**config.mk**
```make
export PLATFORM = sky130hd
export DESIGN_NAME = icache_ctrl
export DESIGN_NICKNAME = d
export VERILOG_FILES = /design/src/rtl/icache_pkg.sv /design/src/rtl/icache_line_ram.sv /design/src/rtl/icache_tags.sv /design/src/rtl/icache_fill_ctl.sv /design/src/rtl/icache_ctrl.sv
export SDC_FILE = /design/constraint.sdc
export NUM_CORES = 1
export LEC_CHECK = 0
export BUFFER_PORTS_ARGS = -buffer_cell sky130_fd_sc_hd__buf_2
export CORE_ASPECT_RATIO = 1.4
export CORE_MARGIN = 2
export CORE_UTILIZATION = 45
export CTS_CLUSTER_SIZE = 10
export DETAILED_ROUTE_END_ITERATION = 16
export SLEW_MARGIN = 20
export SYNTH_ARGS = -nofsm -noshare
export SYNTH_HDL_FRONTEND = slang
export SYNTH_HIERARCHICAL = 1
export SYNTH_SLANG_ARGS = --single-unit
```
**constraint.sdc**
```tcl
create_clock -name clk -period 11.73 [get_ports clk]
set_clock_uncertainty 0.1 [all_clocks]
set_input_delay 2.9325 -clock clk [delete_from_list [all_inputs] [get_ports clk]]
set_output_delay 2.9325 -clock clk [all_outputs]
set_load 0.01 [all_outputs]
```
**src/rtl/icache_pkg.sv**
```systemverilog
package icache_pkg;
  typedef enum logic {
    FILL_IDLE = 1'b0,
    FILL_WAIT = 1'b1
  } fill_state_e;
endpackage

```
**src/rtl/icache_line_ram.sv**
```systemverilog
module icache_line_ram #(
  parameter int DEPTH = 8,
  parameter int WIDTH = 128,
  parameter int AW    = 3
) (
  input  logic             clk,
  input  logic             we,
  input  logic [AW-1:0]    waddr,
  input  logic [WIDTH-1:0] wdata,
  input  logic [AW-1:0]    raddr,
  output logic [WIDTH-1:0] rdata
);
  logic [WIDTH-1:0] mem [DEPTH];

  always_ff @(posedge clk) begin
    if (we) mem[waddr] <= wdata;
  end

  assign rdata = mem[raddr];
endmodule

```
**src/rtl/icache_tags.sv**
```systemverilog
module icache_tags #(
  parameter int WAYS  = 1,
  parameter int SETS  = 8,
  parameter int SET_W = 3,
  parameter int TAG_W = 25,
  parameter int WAY_W = 1
) (
  input  logic             clk,
  input  logic             rst,
  input  logic [SET_W-1:0] lk_set,
  input  logic [TAG_W-1:0] lk_tag,
  output logic [WAYS-1:0]  hit_vec,
  output logic [WAY_W-1:0] victim,
  input  logic             wr_en,
  input  logic [SET_W-1:0] wr_set,
  input  logic [WAY_W-1:0] wr_way,
  input  logic [TAG_W-1:0] wr_tag,
  input  logic             use_en,
  input  logic [SET_W-1:0] use_set,
  input  logic [WAY_W-1:0] use_way
);
  logic [WAYS-1:0] inv_vec;

  for (genvar w = 0; w < WAYS; w++) begin : g_way
    logic [TAG_W-1:0] tag_mem [SETS];
    logic [SETS-1:0]  vld_q;
    logic             wr_here;

    assign wr_here = wr_en && (wr_way == WAY_W'(w));

    always_ff @(posedge clk) begin
      if (wr_here) tag_mem[wr_set] <= wr_tag;
    end

    always_ff @(posedge clk) begin
      if (rst)          vld_q         <= '0;
      else if (wr_here) vld_q[wr_set] <= 1'b1;
    end

    assign hit_vec[w] = vld_q[lk_set] && (tag_mem[lk_set] == lk_tag);
    assign inv_vec[w] = !vld_q[lk_set];
  end

  if (WAYS == 2) begin : g_lru
    // one bit per set naming the way to replace next
    logic [SETS-1:0] lru_q;
    always_ff @(posedge clk) begin
      if (rst)         lru_q          <= '0;
      else if (use_en) lru_q[use_set] <= ~use_way[0];
    end
    assign victim = inv_vec[0] ? 1'b0 : (inv_vec[1] ? 1'b1 : lru_q[lk_set]);
  end else begin : g_direct
    logic unused_recency;
    assign unused_recency = ^{use_en, use_set, use_way, inv_vec};
    assign victim = '0;
  end

  // a tag can live in only one way of a set
  a_r7_single_way_hit: assert property (@(posedge clk) disable iff (rst)
    $onehot0(hit_vec));

  initial begin
    a_r7_ways_supported: assert (WAYS == 1 || WAYS == 2);
  end
endmodule

```
**src/rtl/icache_fill_ctl.sv**
```systemverilog
module icache_fill_ctl
  import icache_pkg::*;
#(
  parameter int PENALTY = 5
) (
  input  logic clk,
  input  logic rst,
  input  logic start,
  output logic busy,
  output logic last
);
  localparam int CNT_W = (PENALTY > 1) ? $clog2(PENALTY) : 1;

  fill_state_e      state_q;
  logic [CNT_W-1:0] cnt_q;

  always_ff @(posedge clk) begin
    if (rst) begin
      state_q <= FILL_IDLE;
      cnt_q   <= '0;
    end else begin
      case (state_q)
        FILL_IDLE: if (start) begin
          state_q <= FILL_WAIT;
          cnt_q   <= '0;
        end
        FILL_WAIT: if (last) state_q <= FILL_IDLE;
                   else      cnt_q   <= cnt_q + 1'b1;
        default:   state_q <= FILL_IDLE;
      endcase
    end
  end

  assign busy = (state_q == FILL_WAIT);
  assign last = busy && (cnt_q == CNT_W'(PENALTY - 1));

  // refill runs without interruption and then returns to idle
  a_r3_fill_continues: assert property (@(posedge clk) disable iff (rst)
    (busy && !last) |=> busy);
  a_r3_fill_exits: assert property (@(posedge clk) disable iff (rst)
    last |=> !busy);
  a_r3_count_bounded: assert property (@(posedge clk) disable iff (rst)
    busy |-> (cnt_q <= CNT_W'(PENALTY - 1)));
endmodule

```
**src/rtl/icache_ctrl.sv**
```systemverilog
module icache_ctrl #(
  parameter int ADDR_W       = 32,
  parameter int INSTR_W      = 32,
  parameter int LINES        = 8,
  parameter int LINE_BYTES   = 16,
  parameter int WAYS         = 1,
  parameter int MISS_PENALTY = 5
) (
  input  logic                    clk,
  input  logic                    rst,
  input  logic                    fetch_valid_i,
  input  logic [ADDR_W-1:0]       fetch_addr_i,
  output logic                    stall_o,
  output logic                    instr_valid_o,
  output logic [INSTR_W-1:0]      instr_o,
  output logic                    hit_pulse_o,
  output logic                    miss_pulse_o,
  output logic                    mem_rd_o,
  output logic [ADDR_W-1:0]       mem_addr_o,
  input  logic [LINE_BYTES*8-1:0] mem_line_i
);
  localparam int SETS   = LINES / WAYS;
  localparam int SET_W  = $clog2(SETS);
  localparam int OFF_W  = $clog2(LINE_BYTES);
  localparam int TAG_W  = ADDR_W - OFF_W - SET_W;
  localparam int WAY_W  = (WAYS > 1) ? $clog2(WAYS) : 1;
  localparam int LINE_W = LINE_BYTES * 8;
  localparam int WORDS  = LINE_W / INSTR_W;
  localparam int BSEL_W = $clog2(INSTR_W / 8);
  localparam int WSEL_W = $clog2(WORDS);

  logic [SET_W-1:0]        set_idx;
  logic [TAG_W-1:0]        tag;
  logic [WSEL_W-1:0]       wsel;
  logic [WAYS-1:0]         hit_vec;
  logic                    any_hit;
  logic [WAY_W-1:0]        victim, hit_way, use_way;
  logic                    busy, last, start, accept;
  logic [WAY_W-1:0]        miss_way_q;
  logic [ADDR_W-OFF_W-1:0] line_base_q;
  logic [LINE_W-1:0]       rd_line [WAYS];
  logic [LINE_W-1:0]       hit_line, src_line;
  logic [INSTR_W-1:0]      word;
  logic                    unused_low;

  assign set_idx    = fetch_addr_i[OFF_W +: SET_W];
  assign tag        = fetch_addr_i[ADDR_W-1 -: TAG_W];
  assign wsel       = fetch_addr_i[BSEL_W +: WSEL_W];
  assign unused_low = ^fetch_addr_i[BSEL_W-1:0];
  assign any_hit    = |hit_vec;

  assign start   = fetch_valid_i && !busy && !any_hit;
  assign stall_o = busy ? !last : (fetch_valid_i && !any_hit);
  assign accept  = fetch_valid_i && !stall_o;

  icache_fill_ctl #(.PENALTY(MISS_PENALTY)) u_fill (
    .clk(clk), .rst(rst), .start(start), .busy(busy), .last(last)
  );

  always_ff @(posedge clk) begin
    if (start) begin
      miss_way_q  <= victim;
      line_base_q <= fetch_addr_i[ADDR_W-1:OFF_W];
    end
  end

  assign mem_rd_o   = busy;
  assign mem_addr_o = {line_base_q, {OFF_W{1'b0}}};

  always_comb begin
    hit_way = '0;
    for (int w = 0; w < WAYS; w++) if (hit_vec[w]) hit_way = WAY_W'(w);
  end
  assign use_way = busy ? miss_way_q : hit_way;

  icache_tags #(
    .WAYS(WAYS), .SETS(SETS), .SET_W(SET_W), .TAG_W(TAG_W), .WAY_W(WAY_W)
  ) u_tags (
    .clk(clk), .rst(rst),
    .lk_set(set_idx), .lk_tag(tag), .hit_vec(hit_vec), .victim(victim),
    .wr_en(last), .wr_set(line_base_q[SET_W-1:0]), .wr_way(miss_way_q),
    .wr_tag(line_base_q[ADDR_W-OFF_W-1:SET_W]),
    .use_en(accept), .use_set(set_idx), .use_way(use_way)
  );

  for (genvar w = 0; w < WAYS; w++) begin : g_data
    icache_line_ram #(.DEPTH(SETS), .WIDTH(LINE_W), .AW(SET_W)) u_ram (
      .clk(clk), .we(last && (miss_way_q == WAY_W'(w))),
      .waddr(line_base_q[SET_W-1:0]), .wdata(mem_line_i),
      .raddr(set_idx), .rdata(rd_line[w])
    );
  end

  always_comb begin
    hit_line = '0;
    for (int w = 0; w < WAYS; w++) if (hit_vec[w]) hit_line = hit_line | rd_line[w];
    src_line = last ? mem_line_i : hit_line;
    word = '0;
    for (int i = 0; i < WORDS; i++)
      if (wsel == WSEL_W'(i)) word = src_line[i*INSTR_W +: INSTR_W];
  end

  always_ff @(posedge clk) begin
    if (rst) begin
      instr_valid_o <= 1'b0;
      hit_pulse_o   <= 1'b0;
      miss_pulse_o  <= 1'b0;
      instr_o       <= '0;
    end else begin
      instr_valid_o <= accept;
      hit_pulse_o   <= accept && !busy;
      miss_pulse_o  <= accept && busy;
      if (accept) instr_o <= word;
    end
  end

  // a stalled request stays unchanged
  a_r3_request_held: assert property (@(posedge clk) disable iff (rst)
    stall_o |=> (fetch_valid_i && $stable(fetch_addr_i)));
  // a lookup that misses while idle starts a refill
  a_r3_miss_starts_fill: assert property (@(posedge clk) disable iff (rst)
    (fetch_valid_i && !busy && !any_hit) |=> busy);
  // one pulse per delivery, never both
  a_r10_single_pulse: assert property (@(posedge clk) disable iff (rst)
    !(hit_pulse_o && miss_pulse_o));
  // a delivery needs a request in the previous cycle
  a_r10_delivery_has_request: assert property (@(posedge clk) disable iff (rst)
    instr_valid_o |-> $past(fetch_valid_i));
endmodule

```
==> results of run 1 <==
routing by layer:
| layer | share of wire (%) | track usage [%] |
|---|---|---|
| met5 | 0.22 | 0 |
| met4 | 3.4 | 8.18 |
| met3 | 7.1 | 5.50 |
| met2 | 48 | 33.4 |
| met1 | 41 | 26.9 |
layout make-up:
cell class | count | area, µm²
fillers | 9072 | 55800
flip-flops and latches | 1300 | 38600
multi-input cells | 908 | 12100
clock buffers | 234 | 4160
well taps | 1490 | 1860
repair buffers | 265 | 1620
clock inverters | 12 | 210
inverters | 18 | 67.6
diodes | 15 | 37.5
critical path, delay by kind of cell:
family	cells	cell delay, ps
compound gates	3	820
buf+inv	2	790
simple gates	5	1490
per-stage QoR:
step	worst slack (ps)	power [mW]	utilization (%)	hold slack (ps)	area, µm²
after global routing	2270	10.0	51.2	390	58600
after floorplan	519	5.49	-	335	51800
final	2590	9.75	51.2	367	58600
after detailed placement	2210	5.63	47.4	359	54200
after global placement	2260	5.62	47.4	344	54200
after CTS	2200	9.85	51.2	371	58600
power by group:
part	switching [mW]	leakage, nW	internal (mW)
combinational	0.234	5.29	0.186
clock	1.78	2.09	2.44
sequential	0.0149	11.7	5.10
total	2.03	19.0	7.72
flip-flops by register name (all words and copies together) (netlist names):
signal / count
instr_valid_o: 1
instr_o: 32
line_base_q: 28
g_data.u_ram/mem: 1024
miss_pulse_o: 1
hit_pulse_o: 1
u_fill/cnt_q: 3
u_tags/g_way.tag_mem: 200
u_fill/busy: 1
miss_way_q: 1
u_tags/g_way.vld_q: 8
how the worst max path moves through the flow:
stage | end | cells past startpoint | slack, ps
global route | stall_o | 10 | 2270
global placement | stall_o | 10 | 2260
CTS | stall_o | 10 | 2200
finish | stall_o | 10 | 2590
floorplan | g_data[0].u_ram/mem[4][0] | 8 | 520
detailed placement | stall_o | 10 | 2210
cells in the final DEF (no fill, tap or decap), types with 21 or more instances in the layout:
cell,count
edfxtp_1,1253
buf_2,221
mux4_2,216
clkbuf_16,154
mux2_2,143
mux2i_1,88
clkbuf_1,79
mux4_1,74
nor2_1,73
dfxtp_1,47
a22oi_1,32
buf_4,29
o21ai_0,21
o221ai_1,21
xnor2_1,21
==> summary.txt, run 1 <==
Run status
  • Status: finished clean

Synthesis
  • Synth warn: 6
  • Avg Cell Area, Syn: 21.9 µm²
  • Cells after Synth: 2,365
  • Post-Syn Area: 51,800 µm²

Worst setup path
  • Worst setup EP type: primary output
  • Worst reg2reg setup slack: 7310 ps
  • Crit path launch: fetch_addr_i[4]
  • Peak per-stage delay on the critical path: 650 ps
  • Kind of critical path: input pin to primary output
  • Crit-path cells: buf_8 -> and2_1 -> nand2_1 -> a31o_2 -> a2111oi_2 -> nand3_1 -> nor4_4 -> nor3b_2 -> a21o_1 -> buf_2
  • CP Data Required Time: 8700 ps
  • Worst setup SP type: input pin
  • Critical Path Fanout Max: 83
  • R2R cell count: 12
  • Slowest cell on the critical path: buf_8
  • CP arrival: 6110 ps
  • Origin of the critical flop-to-flop path: u_tags/g_way[0].tag_mem[2][2]
  • Critical R2R Capture: instr_o[23]

Floorplanning
  • Site row count: 147
  • Die height: 405 µm
  • DIE AREA: 118,000 µm²
  • DIE WIDTH: 291 µm
  • Placeable core area: 114,000 µm²
  • Initial core utilization: 45.3%
  • I/O pins: 232

STA
  • Fmax: 109 MHz
  • Final Hold Viols: 0
  • Finish-stage setup viols: 0
  • Fin crit share: 77.9%
  • Setup_tns: 0 ps
  • Post-layout min period: 9140 ps
  • RSZ-0062 raised after global routing: no
  • Pins over their slew limit: 0
  • Slew headroom: 29.8%
  • Slew at the pin closest to its max-slew limit: 1050 ps

Power and ir drop
  • Leak: 19.0 nW
  • PwrDens: 166 nW/µm²
  • Peak supply drop: 0.146 mV

Finish
  • Non-Filler Instances: 4,242
  • Synthesis-to-finish area growth: 13.2%
  • Fin nets: 2,807
  • Layout cell share with drive strength beyond 1: 30.8%

Route
  • Starting DRT DRC Count: 2,406
  • WL final: 121 mm
  • Per-cell routed wire length: 28.6 µm
  • Vias: 25,010
  • DRT Pass-1 Iters: 5
  • Vias per cell: 5.90
  • Post-route ant nets: 0
  • Residual DRC count: 0

Hold path
  • Worst hold path class: register to register
  • Min-delay src: u_tags/g_way[0].vld_q[7]
  • Hold Path Sink: u_tags/g_way[0].vld_q[7]
  • Hold path cells: 2

GRT
  • GR Util All Layers: 20.7%
  • First-pass GRT wire length: 177 mm
  • Vias in the first global route: 26,311
  • Initial antenna violation count: 51
  • Largest net degree at the start of global routing: 148
  • Overflow after GRT: 0

Clock network
  • CTS tree: yes
  • TritonCTS buffer count: 149
  • Clock transition at path regs: 50 ps
  • H-tree levels: 4
  • Max Root-Sink Buffers: 3
  • PostCTS Resize Cnt: 0
  • Worst-Skew Late Latency: 760 ps
  • Hold_buf cts: 0
  • CTS root buf: clkbuf_16
  • Postcts setup bufs: 0
  • CTS Sinks: 1,300

Place
  • GPL Wtd Cong: 0.753
  • Post-DP HPWL: 63.4 mm
  • Placed Instances: 3,981
  • IO Port Bufs: 225

Flow run
  • Max Cap Violations: 0
No activity file was read; power rests on OpenSTA's default activity.
==> run 2: changes to the inputs <==
clock period = 9 ns   (was 11.73 ns; I/O delays follow)
==> run 2 against run 1 <==
  * Non-clock buffer count is 23 higher
  * Highest routed layer unchanged
  * Core utilization down 0.080 points
  * Hold slack worse by 5.8 ps
  * Design area fell by 0.16%
  * Routed wire length up 0.75%
  * Critical path depth grew 1
  * Register-to-register slack lost 3000 ps
  * Total power is 29% higher
  * Clock-buffer cell count decreased by 13
  * First-iteration DRC count down 6.0%
  * Sequential cell count did not move
  * Via count hardly changed
  * Critical path type unchanged
==> summary.txt, run 2 (synthesis results as in run 1) <==
Run status
  • Status: finished clean (unchanged)

Finish
  • Fin nets: 2,830 (was 2,807)
  • Commonest non-fill, non-tap cell in the layout: edfxtp_1 (unchanged)
  • Max reg flops: 1,024 (unchanged)
  • Biggest regs: g_data.u_ram/mem: 1024 flops, u_tags/g_way.tag_mem: 200 flops, instr_o: 32 flops (unchanged)
  • Synthesis-to-finish area growth: 13.0% (was 13.2%)
  • Top reg by flops: g_data.u_ram/mem (unchanged)
  • Layout cell share with drive strength beyond 1: 31.4% (was 30.8%)
  • Most frequent cells in the layout: 1,253 x edfxtp_1, 221 x buf_2, 216 x mux4_2 (unchanged)
  • Fin area: 58,500 µm² (was 58,600 µm²)

STA
  • Slew headroom: 26.0% (was 29.8%)
  • Fin crit share: 86.0%
  • Finish-stage setup viols: 0 (unchanged)
  • Post-layout min period: 7740 ps
  • Setup_tns: 0 ps (unchanged)
  • Fmax: 129 MHz
  • Slew at the pin closest to its max-slew limit: 1110 ps (was 1050 ps)
  • RSZ-0062 raised after global routing: no (unchanged)
  • Pins over their slew limit: 0 (unchanged)
  • Final Hold Viols: 0 (unchanged)

Route
  • Vias: 25,026 (was 25,010)
  • Starting DRT DRC Count: 2,261 (was 2,406)
  • DRT Pass-1 Iters: 5 (unchanged)
  • Post-route ant nets: 0 (unchanged)
  • Per-cell routed wire length: 28.8 µm (was 28.6 µm)
  • Vias per cell: 5.89 (was 5.90)
  • Residual DRC count: 0 (unchanged)
  • WL final: 122 mm (was 121 mm)

Worst setup path
  • Kind of critical path: input pin to primary output (unchanged)
  • R2R cell count: 11 (was 12)
  • Critical R2R Capture: instr_o[19] (was instr_o[23])
  • Origin of the critical flop-to-flop path: u_tags/g_way[0].tag_mem[7][14] (was u_tags/g_way[0].tag_mem[2][2])
  • CP arrival: 5390 ps (was 6110 ps)
  • CP Data Required Time: 6650 ps (was 8700 ps)
  • Worst reg2reg setup slack: 4340 ps (was 7310 ps)
  • Worst setup EP type: primary output (unchanged)
  • Crit path launch: fetch_addr_i[5] (was fetch_addr_i[4])
  • Worst setup SP type: input pin (unchanged)
  • Critical Path Fanout Max: 43 (was 83)
  • Crit path capture: stall_o (unchanged)

Clock network
  • Hold_buf cts: 0 (unchanged)
  • Worst-Skew Late Latency: 750 ps (was 760 ps)
  • CTS Sinks: 1,300 (unchanged)
  • CTS root buf: clkbuf_16 (unchanged)
  • Postcts setup bufs: 0 (unchanged)
  • H-tree levels: 4 (unchanged)
  • Max Root-Sink Buffers: 3 (unchanged)
  • Clock transition at path regs: 50 ps (about the same)
  • TritonCTS buffer count: 149 (unchanged)
  • CTS tree: yes (unchanged)
  • PostCTS Resize Cnt: 0 (unchanged)

GRT
  • GR Util All Layers: 20.8% (was 20.7%)
  • Overflow after GRT: 0 (unchanged)
  • Largest net degree at the start of global routing: 129 (was 148)
  • Initial antenna violation count: 46 (was 51)
  • Vias in the first global route: 26,353 (was 26,311)
  • First-pass GRT wire length: 178 mm (was 177 mm)

Power and ir drop
  • PwrDens: 215 nW/µm² (was 166 nW/µm²)
  • Power, Total: 12.6 mW (was 9.75 mW)
  • Peak supply drop: 0.181 mV (was 0.146 mV)
  • Leak: 19.1 nW (was 19.0 nW)

Flow run
  • Max Cap Violations: 0 (unchanged)

Place
  • Post-DP HPWL: 68.9 mm (was 63.4 mm)
  • GPL Wtd Cong: 0.767 (was 0.753)
  • Placed inst area: 54,300 µm² (was 54,200 µm²)
  • IO Port Bufs: 225 (unchanged)

Floorplanning
  • Die height: 405 µm (unchanged)
  • DIE AREA: 118,000 µm² (unchanged)
  • Site row count: 147 (unchanged)
  • I/O pins: 232 (unchanged)
  • DIE WIDTH: 291 µm (unchanged)
  • Placeable core area: 114,000 µm² (unchanged)
  • Initial core utilization: 45.3% (unchanged)

Hold path
  • Worst hold path class: register to register (unchanged)
==> run 2: cell count changes in the layout (fill, tap and decap cells not counted), sizes merged <==
cell      change
clkinvlp      +1
inv           -3
clkbuf       -13
clkinv        +1
diode         +1
buf          +23
==> run 2: layout make-up <==
type | instances | area [µm²]
well taps | 1490 | 1860
repair buffers | 288 | 1670
fillers | 9018 | 55900
inverters | 18 | 67.6
flip-flops and latches | 1300 | 38600
diodes | 16 | 40.0
clock inverters | 11 | 155
multi-input cells | 908 | 12100
clock buffers | 221 | 4060
==> run 2: stage by stage <==
step / std cells / hold slack, ps / worst slack (ps) / utilization, %
2_1_floorplan: 2368 / 335 / 135 / -
3_3_place_gp: 4004 / 345 / 1150 / 47.4
3_5_place_dp: 4004 / 355 / 1150 / 47.4
4_1_cts: 4236 / 367 / 1140 / 51.1
5_1_grt: 4244 / 386 / 1020 / 51.1
6_report: 4252 / 361 / 1260 / 51.2
==> run 2: per-layer routing <==
layer	up-vias	track usage, %	wire (µm)
met1	13275	27.0	50100
met5	-	0	250
met4	40	7.64	3790
li1	10612	-	-
met2	841	34.1	60100
met3	258	5.25	8060
==> run 2: worst max-delay path, cell delays in order <==
cell	delay [ps]
buf_8	340
buf_4	700
mux4_2	410
mux2i_1	190
xnor2_1	90
nor2_1	130
nand4_1	180
nor4_4	490
nor3b_2	110
a21o_1	270
buf_2	170
==> run 2: power by group <==
group | internal, mW | switching (mW) | total (mW)
Clock | 3.10 | 2.26 | 5.36
Sequential | 6.64 | 0.0222 | 6.67
Combinational | 0.242 | 0.305 | 0.548
Total | 9.98 | 2.59 | 12.6
==> run 2: worst min-delay path by stage <==
| stage | start | to | slack (ps) | depth (start not counted) |
|---|---|---|---|---|
| CTS | u_tags/g_way[0].vld_q[7] | u_tags/g_way[0].vld_q[7] | 370 | 2 |
| detailed placement | u_tags/g_way[0].vld_q[7] | u_tags/g_way[0].vld_q[7] | 360 | 2 |
| floorplan | u_tags/g_way[0].vld_q[1] | u_tags/g_way[0].vld_q[1] | 330 | 2 |
| finish | u_tags/g_way[0].vld_q[7] | u_tags/g_way[0].vld_q[7] | 360 | 2 |
| global placement | u_tags/g_way[0].vld_q[6] | u_tags/g_way[0].vld_q[6] | 340 | 2 |
| global route | instr_o[27] | instr_o[27] | 390 | 1 |
==> run 3: changes to the inputs <==
MAX_ROUTING_LAYER = met4   (was unset)
==> run 3 against run 2 <==
  * Total power about the same
  * Critical path type unchanged
  * Non-clock buffer count grew 1
  * Largest cell class unchanged
  * Combinational power barely moved
  * First-iteration DRC count decreased by 8.5%
  * Design area up 0.15%
  * Clock-buffer cell count unchanged
==> summary.txt, run 3 (synthesis results as in run 1) <==
Worst setup path
  • Kind of critical path: input pin to primary output (unchanged)
  • Critical Path Fanout Max: 43 (unchanged)
  • Worst setup SP type: input pin (unchanged)
  • CP Data Required Time: 6650 ps (about the same)
  • Worst setup EP type: primary output (unchanged)
  • CP arrival: 5410 ps (was 5390 ps)
  • R2R cell count: 11 (unchanged)

Floorplanning
  • Placeable core area: 114,000 µm² (unchanged)
  • I/O pins: 232 (unchanged)
  • Die height: 405 µm (unchanged)
  • DIE WIDTH: 291 µm (unchanged)
  • Site row count: 147 (unchanged)
  • Initial core utilization: 45.3% (unchanged)
  • DIE AREA: 118,000 µm² (unchanged)

STA
  • Finish-stage setup viols: 0 (unchanged)
  • Pins over their slew limit: 0 (unchanged)
  • Setup_tns: 0 ps (unchanged)
  • Worst hold slack: 359 ps (was 361 ps)
  • RSZ-0062 raised after global routing: no (unchanged)
  • Fin crit share: 86.2% (was 86.0%)
  • Final Hold Viols: 0 (unchanged)
  • Slew headroom: 33.2% (was 26.0%)
  • Fmax: 129 MHz (about the same)
  • Slew at the pin closest to its max-slew limit: 1000 ps (was 1110 ps)
  • Fin worst setup slack: 1240 ps (was 1260 ps)
  • Post-layout min period: 7760 ps (was 7740 ps)

Place
  • Placed inst area: 54,300 µm² (unchanged)
  • IO Port Bufs: 225 (unchanged)
  • Post-DP HPWL: 68.9 mm (unchanged)
  • GPL Wtd Cong: 0.777 (was 0.767)
  • Worst slack at placement: 1150 ps (unchanged)

GRT
  • Vias in the first global route: 26,315 (was 26,353)
  • Initial antenna violation count: 47 (was 46)
  • First-pass GRT wire length: 178 mm (about the same)
  • Largest net degree at the start of global routing: 129 (unchanged)
  • GR Util All Layers: 21.5% (was 20.8%)
  • Overflow after GRT: 0 (unchanged)

Clock network
  • CTS root buf: clkbuf_16 (unchanged)
  • CTS tree: yes (unchanged)
  • Clock transition at path regs: 50 ps (about the same)
  • Max Root-Sink Buffers: 3 (unchanged)
  • CTS Sinks: 1,300 (unchanged)
  • H-tree levels: 4 (unchanged)
  • TritonCTS buffer count: 149 (unchanged)
  • Hold_buf cts: 0 (unchanged)
  • PostCTS Resize Cnt: 0 (unchanged)
  • Worst-Skew Late Latency: 740 ps (was 750 ps)
  • Postcts setup bufs: 0 (unchanged)

Route
  • Starting DRT DRC Count: 2,069 (was 2,261)
  • WL final: 122 mm (about the same)
  • Vias: 24,957 (was 25,026)
  • Post-route ant nets: 0 (unchanged)
  • DRT Pass-1 Iters: 5 (unchanged)
  • Vias per cell: 5.83 (was 5.89)
  • Per-cell routed wire length: 28.5 µm (was 28.8 µm)
  • Residual DRC count: 0 (unchanged)

Power and ir drop
  • Peak supply drop: 0.180 mV (was 0.181 mV)
  • PwrDens: 214 nW/µm² (was 215 nW/µm²)
  • Leak: 19.1 nW (about the same)

Hold path
  • Worst hold path class: register to register (unchanged)
  • Hold path cells: 2 (unchanged)

Finish
  • Layout cell share with drive strength beyond 1: 31.4% (about the same)
  • Synthesis-to-finish area growth: 13.2% (was 13.0%)
  • Fin nets: 2,831 (was 2,830)
  • Most frequent cells in the layout: 1,253 x edfxtp_1, 221 x buf_2, 216 x mux4_2 (unchanged)
  • Top reg by flops: g_data.u_ram/mem (unchanged)
  • Biggest regs: g_data.u_ram/mem: 1024 flops, u_tags/g_way.tag_mem: 200 flops, instr_o: 32 flops (unchanged)
  • Max reg flops: 1,024 (unchanged)
  • Commonest non-fill, non-tap cell in the layout: edfxtp_1 (unchanged)
  • Fin area: 58,600 µm² (was 58,500 µm²)

Run status
  • Status: finished clean (unchanged)

Flow run
  • Max Cap Violations: 0 (unchanged)
run 3: metrics by stage:
step,utilization (%),power [mW],std cells
3_3_place_gp,47.4,7.32,4004
5_1_grt,51.2,13.0,4269
3_5_place_dp,47.4,7.34,4004
4_1_cts,51.1,12.7,4236
6_report,51.2,12.6,4278
2_1_floorplan,-,7.15,2368
run 3: worst max-delay path: stages:
cell	delay (ps)
buf_8	340
buf_4	740
mux4_2	400
mux2i_1	190
xnor2_1	90
nor2_1	130
nand4_1	170
nor4_4	490
nor3b_2	110
a21o_1	270
buf_2	170
run 3: worst paths after layout:
path	startpoint	to	slack, ps
hold reg to reg	u_tags/g_way[0].vld_q[7]	u_tags/g_way[0].vld_q[7]	360
setup reg to reg	u_tags/g_way[0].tag_mem[7][14]	instr_o[20]	4320
setup / recovery	fetch_addr_i[5]	stall_o	1240
hold / removal	u_tags/g_way[0].vld_q[7]	u_tags/g_way[0].vld_q[7]	360
run 3: power by group:
group	switching, mW	internal, mW	leakage [nW]
sequential	0.0224	6.64	11.7
clock	2.26	3.10	2.02
combinational	0.305	0.243	5.40
total	2.59	9.98	19.1
run 3: layout make-up:
type	count	area [µm²]
Antenna cell	41	103
Clock buffer	221	4060
Clock inverter	11	155
Fill cell	9008	55800
Inverter	18	67.6
Multi-Input combinational cell	908	12100
Sequential cell	1300	38600
Tap cell	1490	1860
Timing Repair Buffer	289	1700
run 3: routing by layer:
layer / vias to the layer above / track usage (%) / part of all wire [%]
met1: 13210 / 27.0 / 41
li1: 10661 / - / -
met3: 233 / 5.27 / 7.1
met5: - / - / 0
met4: 0 / 7.60 / 3.3
met2: 853 / 34.1 / 49
